--- src/rtl/mphy_pkg.sv ---
// Shared types and helpers for the multi-PHY cell/chunk port.
// Assumes the chunk step in bytes is a multiple of the bus width in bytes.
package mphy_pkg;

    typedef enum logic [1:0] {
        PS_IDLE  = 2'd0,
        PS_ARMED = 2'd1,
        PS_MOVE  = 2'd2
    } port_state_t;

    // Words in a chunk for a size code: (code + 1) steps of step_bytes.
    function automatic int unsigned chunk_words(input logic [1:0] code,
                                                input int unsigned step_bytes,
                                                input int unsigned bus_bytes);
        return ((int'(code) + 1) * step_bytes) / bus_bytes;
    endfunction

endpackage

--- src/rtl/mphy_addr_match.sv ---
// Compares the bus address against every channel's configured address.
// Reports a hit and the lowest-numbered matching channel.
// Assumes NCH >= 1; purely combinational.
module mphy_addr_match #(
    parameter int NCH = 4,
    parameter int AW  = 5,
    parameter int IW  = (NCH > 1) ? $clog2(NCH) : 1
) (
    input  logic [AW-1:0]     addr,
    input  logic [NCH*AW-1:0] cfg_addr,
    output logic              hit,
    output logic [IW-1:0]     idx
);

    logic [NCH-1:0] eq;

    for (genvar g = 0; g < NCH; g++) begin : g_cmp
        assign eq[g] = (addr == cfg_addr[g*AW +: AW]);
    end

    // Priority pick: the lowest index wins among equal addresses.
    always_comb begin
        hit = |eq;
        idx = '0;
        for (int i = NCH - 1; i >= 0; i--) begin
            if (eq[i]) begin
                idx = IW'(i);
            end
        end
    end

endmodule

--- src/rtl/mphy_xfer_ctrl.sv ---
// Unit sequencer: idle, armed (a channel is selected), moving (words flow).
// Counts the words of a cell or chunk and ends early on an end-of-packet word.
// Assumes unit_len >= 1 and stays constant while a unit is moving.
module mphy_xfer_ctrl
    import mphy_pkg::*;
#(
    parameter int CW = 6
) (
    input  logic          clk,
    input  logic          rst_n,
    input  logic          sel_req,
    input  logic          enb_low,
    input  logic          src_ready,
    input  logic          word_eop,
    input  logic [CW-1:0] unit_len,
    output logic          sel_take,
    output logic          start,
    output logic          step,
    output logic          unit_end
);

    port_state_t   state;
    logic [CW-1:0] cnt;
    logic [CW-1:0] cnt_eff;

    // Decode this cycle's transfer actions from the state and the bus.
    always_comb begin
        sel_take = sel_req && (state != PS_MOVE);
        start    = (state == PS_ARMED) && enb_low && src_ready;
        step     = start || (state == PS_MOVE);
        cnt_eff  = start ? '0 : cnt;
        unit_end = step && ((cnt_eff == unit_len - CW'(1)) || word_eop);
    end

    // State and word counter updates.
    always_ff @(posedge clk) begin
        if (!rst_n) begin
            state <= PS_IDLE;
            cnt   <= '0;
        end else begin
            unique case (state)
                PS_IDLE: begin
                    if (sel_take) begin
                        state <= PS_ARMED;
                    end
                end
                PS_ARMED: begin
                    if (start) begin
                        state <= unit_end ? PS_IDLE : PS_MOVE;
                        cnt   <= cnt_eff + CW'(1);
                    end
                end
                PS_MOVE: begin
                    if (unit_end) begin
                        state <= PS_IDLE;
                        cnt   <= '0;
                    end else begin
                        cnt <= cnt + CW'(1);
                    end
                end
                default: state <= PS_IDLE;
            endcase
        end
    end

endmodule

--- src/rtl/mphy_chunk_port.sv ---
// PHY-side multi-PHY port: answers polls, latches the selected channel,
// and moves one cell (ATM) or one chunk (packet mode) per selection.
// Assumes each channel can supply a whole unit back to back once ready,
// and that the configuration changes only while no unit is moving.
module mphy_chunk_port
    import mphy_pkg::*;
#(
    parameter int NCH              = 4,
    parameter int AW               = 5,
    parameter int DW               = 16,
    parameter int CELL_WORDS       = 27,
    parameter int CHUNK_STEP_BYTES = 16
) (
    input  logic              clk,
    input  logic              rst_n,
    input  logic              cfg_ppp_mode,
    input  logic [1:0]        cfg_chunk_code,
    input  logic [NCH*AW-1:0] cfg_ch_addr,
    input  logic [AW-1:0]     rx_addr,
    input  logic              rx_enb_n,
    output logic              rx_clav,
    output logic              rx_clav_oe,
    output logic [DW-1:0]     rx_data,
    output logic              rx_val,
    output logic              rx_soc,
    output logic              rx_sop,
    output logic              rx_eop,
    output logic              rx_mod,
    output logic              rx_abort,
    output logic              rx_fcserr,
    input  logic [NCH-1:0]    ch_ready,
    input  logic [NCH*DW-1:0] ch_word,
    input  logic [NCH-1:0]    ch_sop,
    input  logic [NCH-1:0]    ch_eop,
    input  logic [NCH-1:0]    ch_mod,
    input  logic [NCH-1:0]    ch_abort,
    input  logic [NCH-1:0]    ch_fcserr,
    output logic [NCH-1:0]    ch_pop
);

    localparam int IW          = (NCH > 1) ? $clog2(NCH) : 1;
    localparam int BUS_BYTES   = DW / 8;
    localparam int CHUNK_MAX_W = 4 * CHUNK_STEP_BYTES / BUS_BYTES;
    localparam int MAX_W       = (CELL_WORDS > CHUNK_MAX_W) ? CELL_WORDS : CHUNK_MAX_W;
    localparam int CW          = $clog2(MAX_W + 1);

    logic          hit;
    logic [IW-1:0] hit_idx;
    logic [IW-1:0] sel_idx;
    logic          sel_take, start, step, unit_end;
    logic [CW-1:0] unit_len;
    logic [DW-1:0] h_word;
    logic          h_ready, h_sop, h_eop, h_mod, h_abort, h_fcs;
    logic          pkt_eop;

    mphy_addr_match #(.NCH(NCH), .AW(AW), .IW(IW)) u_match (
        .addr     (rx_addr),
        .cfg_addr (cfg_ch_addr),
        .hit      (hit),
        .idx      (hit_idx)
    );

    // Head word and flags of the currently selected channel.
    always_comb begin
        h_word  = '0;
        h_ready = 1'b0;
        h_sop   = 1'b0;
        h_eop   = 1'b0;
        h_mod   = 1'b0;
        h_abort = 1'b0;
        h_fcs   = 1'b0;
        for (int i = 0; i < NCH; i++) begin
            if (sel_idx == IW'(i)) begin
                h_word  = ch_word[i*DW +: DW];
                h_ready = ch_ready[i];
                h_sop   = ch_sop[i];
                h_eop   = ch_eop[i];
                h_mod   = ch_mod[i];
                h_abort = ch_abort[i];
                h_fcs   = ch_fcserr[i];
            end
        end
    end

    // Unit length and early end apply only in packet mode.
    always_comb begin
        pkt_eop  = cfg_ppp_mode && h_eop;
        unit_len = cfg_ppp_mode
                 ? CW'(chunk_words(cfg_chunk_code, CHUNK_STEP_BYTES, BUS_BYTES))
                 : CW'(CELL_WORDS);
    end

    mphy_xfer_ctrl #(.CW(CW)) u_ctrl (
        .clk       (clk),
        .rst_n     (rst_n),
        .sel_req   (rx_enb_n && hit),
        .enb_low   (!rx_enb_n),
        .src_ready (h_ready),
        .word_eop  (pkt_eop),
        .unit_len  (unit_len),
        .sel_take  (sel_take),
        .start     (start),
        .step      (step),
        .unit_end  (unit_end)
    );

    for (genvar g = 0; g < NCH; g++) begin : g_pop
        assign ch_pop[g] = step && (sel_idx == IW'(g));
    end

    // Latch the channel chosen by a selection cycle.
    always_ff @(posedge clk) begin
        if (!rst_n) begin
            sel_idx <= '0;
        end else if (sel_take) begin
            sel_idx <= hit_idx;
        end
    end

    // Poll response for the address seen this cycle.
    always_ff @(posedge clk) begin
        if (!rst_n) begin
            rx_clav    <= 1'b0;
            rx_clav_oe <= 1'b0;
        end else begin
            rx_clav    <= hit && ch_ready[hit_idx];
            rx_clav_oe <= hit;
        end
    end

    // Register the moved word and its sideband flags onto the bus.
    always_ff @(posedge clk) begin
        if (!rst_n || !step) begin
            rx_data   <= '0;
            rx_val    <= 1'b0;
            rx_soc    <= 1'b0;
            rx_sop    <= 1'b0;
            rx_eop    <= 1'b0;
            rx_mod    <= 1'b0;
            rx_abort  <= 1'b0;
            rx_fcserr <= 1'b0;
        end else begin
            rx_data   <= h_word;
            rx_val    <= 1'b1;
            rx_soc    <= start;
            rx_sop    <= cfg_ppp_mode && h_sop;
            rx_eop    <= pkt_eop;
            rx_mod    <= pkt_eop && h_mod;
            rx_abort  <= pkt_eop && h_abort;
            rx_fcserr <= pkt_eop && h_fcs;
        end
    end

endmodule

--- config.mk ---
export PLATFORM = sky130hd
export DESIGN_NAME = mphy_chunk_port
export DESIGN_NICKNAME = d
export VERILOG_FILES = /design/src/rtl/mphy_pkg.sv /design/src/rtl/mphy_addr_match.sv /design/src/rtl/mphy_xfer_ctrl.sv /design/src/rtl/mphy_chunk_port.sv
export SDC_FILE = /design/constraint.sdc
export NUM_CORES = 1
export LEC_CHECK = 0
export BUFFER_PORTS_ARGS = -buffer_cell sky130_fd_sc_hd__buf_2
export CAP_MARGIN = 20
export CORE_ASPECT_RATIO = 1.5
export CORE_MARGIN = 3
export CORE_UTILIZATION = 43
export CTS_CLUSTER_DIAMETER = 200
export DETAILED_ROUTE_END_ITERATION = 8
export PLACE_DENSITY_LB_ADDON = 0.2
export SETUP_SLACK_MARGIN = 0.2
export SLEW_MARGIN = 15
export SYNTH_ARGS = -nofsm -noshare
export SYNTH_HDL_FRONTEND = slang
export SYNTH_SLANG_ARGS = --single-unit
--- constraint.sdc ---
create_clock -name clk -period 2.75 [get_ports clk]
set_clock_uncertainty 0.1 [all_clocks]
set_input_delay 0.1375 -clock clk [delete_from_list [all_inputs] [get_ports clk]]
set_output_delay 0.1375 -clock clk [all_outputs]
set_load 0.01 [all_outputs]
==> out/qor.yml <==
sta:
  rsz0062_at_grt: "false"
  fin_crit_sh: 0.7465
  tns_ns: 0
  max_freq_mhz: 487.1
  finalCriticalPeriod_ns: 2.053
  tightest_slew_ns: 0.5820
  maxSlewHeadroom: 0.6106
  hold_violations: 0
  setup_viol: 0
  finalMaxSlewViolations: 0
synthesis:
  synth_cells: 221
  synth_top_area_frac: 0.2974
  synth_area_sq_mm: 0.002356
  ys_ff_latch: 35
  synth_area_leaders: "dfxtp_1 30%, mux4_2 18%, xor2_1 5.9%, and2_1 5.8%, mux4_1 3.3%"
  synth.net_count: 345
  synth-async-reset-ratio: 0
  seq_area_frac_synth: 0.2974
  synth_cell_types: 51
  synth.largest_area_cell: "dfxtp_1"
  synthFlopType: "dfxtp_1"
  synth_edf_count: 0
  yosysWarnings: 0
  avgSynthCellArea_sq_um: 10.66
clock_network:
  clk_path_buf_depth: 2
  cts_buffers: 5
  cts.sinks: 35
  clockRootBuffer: "clkbuf_8"
  htree_levels: 2
  cts_resized: 0
  cts_tree: "yes"
  cts_hold_buf: 0
  insertion_delay_ns: 0.29
  post_cts_buffers: 0
  cts.clk_slew.worst_paths_ns: 0.07
critical_path:
  cp.required_ns: 2.51
  worst_setup_path_end_kind: "primary output"
  path_class: "reg -> out"
  critPathLaunchType: "flop"
  critPathArrivalTime_ns: 1.82
  crit_path_max_fanout: 5
final_layout:
  final_cell_area_sq_mm: 0.003231
  instances_no_fill: 435
  fillers: 467
  final_core_util: 0.6207
  drive_gt1_frac: 0.5123
  n_antenna_cell: 0
  multi_input_area_sq_mm: 0.001543
  syn_to_final_growth_pct: 37.12
  regArea_sq_um: 700.7
  finalNetCount: 490
routing:
  final_antenna_net_count: 0
  drcViolationCount: 0
  wirelength_mm: 6.813
  viasPerCell: 5.218
  drt_iter0_markers: 70
  dr.pass1.iters: 6
  wl_per_cell_microns: 15.66
  via_count: 2270
global_routing:
  grt_pass1_wl_mm: 10.69
  first_global_vias: 2357
  overflow: 0
  antenna_found_initial: 0
  grt.total_usage: 0.2146
  grt_max_degree: 26
place:
  placed_cell_area_sq_mm: 0.003105
  io_buffer_count: 147
  place_hpwl_mm: 5.746
  gp_congestion: 0.8592
  dp.cells: 426
floorplan:
  dieArea_sq_mm: 0.006421
  rows: 32
  io_pins: 148
  die_y_microns: 96.66
  die_w_microns: 66.44
  start_util: 0.4526
  core_area_sq_mm: 0.005205
run_status:
  status: "finished clean"
job:
  maxCapViolations: 0
min_path:
  min_path_type: "in -> reg"
power:
  p_leak_nw: 1.564
  p_per_area_mw_per_mm2: 386.1
  ir_drop_v: 0.0002157
[sequential cells by signal, indices dropped and copies added (netlist names), 2 cells and up]
signal and flops:
rx_data 16, u_ctrl.cnt 6, sel_idx 2, u_ctrl.state 2
[cell usage in the layout (no fill, tap or decap), types with 2 or more instances in the layout]
cell type,instances
mux4_2,19
nor3_1,10
o32ai_1,3
and3_1,9
nor2_1,13
buf_2,147
o21ai_1,3
buf_4,3
ha_1,5
nor2b_1,3
nand2_1,9
clkbuf_8,6
o21ai_0,2
a211oi_1,3
mux4_1,3
dfxtp_1,35
o211ai_1,2
and2_1,22
a21oi_1,6
mux2i_1,3
xor2_1,16
inv_1,5
xnor2_1,6
nand3_1,5
[routing by layer]
layer	track usage	vias to the layer above	routed length [microns]
li1	-	1107	-
met1	0.2053	1033	2264
met2	0.4101	119	3746
met3	0.06388	11	650
met4	0.07512	0	153
met5	0	-	0
[worst max-delay path, stage by stage, from the launching register on]
cell	delay, ns
dfxtp_1	0.35
mux4_2	0.58
nand2_4	0.13
inv_2	0.06
o21ai_1	0.20
nor2_1	0.06
buf_2	0.15
[worst paths after layout]
check / start / end / slack, ns / cells past startpoint
max reg2reg: sel_idx[1] / u_ctrl.cnt[1] / 0.72 / 7
min reg2reg: u_ctrl.state[1] / u_ctrl.state[0] / 0.40 / 1
max: sel_idx[1] / ch_pop[2] / 0.70 / 6
min: rst_n / u_ctrl.cnt[3] / 0.06 / 3
[kinds of logic after synthesis]
group / share of synthesized area
multiplexers: 0.2326
AO/OA/AOI/OAI: 0.1195
AND/OR/NAND/NOR: 0.1944
adder cells (fa/ha/maj): 0.02655
XOR/XNOR: 0.08178
flip-flops: 0.2974
buffers and inverters: 0.04779
[synthesized netlist by cell type, drive strengths merged (4+ instances only)]
master   n
dfxtp   35
and2    23
mux4    22
xor2    16
nor2    14
nand2   10
nor3    10
and3     9
buf      8
a21oi    7
inv      6
xnor2    6
ha       5
nand3    5
o21ai    5
clkbuf   4
[area by class of cell]
type                            count  share of cell area
Clock buffer                        6             0.02556
Clock inverter                      2             0.01084
Inverter                            7            0.008133
Multi-Input combinational cell    167              0.4775
Sequential cell                    35              0.2169
Tap cell                           68             0.02634
Timing Repair Buffer              150              0.2347
[where the power goes]
part	leakage, nW	internal (mW)	switching [mW]
combinational	1.22	0.141	0.108
clock	0.0612	0.293	0.186
sequential	0.282	0.514	0.00431
total	1.56	0.949	0.299
[metrics by stage]
stage / hold slack (ns) / setup WS [ns] / power, mW
3_3_place_gp: 0.3621 / 0.6296 / 0.7771
2_1_floorplan: 0.1889 / 0.7581 / 0.6671
4_1_cts: 0.05731 / 0.5241 / 1.264
6_report: 0.06149 / 0.6972 / 1.247
5_1_grt: 0.06908 / 0.5852 / 1.315
3_5_place_dp: 0.3612 / 0.5281 / 0.7822
Power figures use the tool's default switching activity.
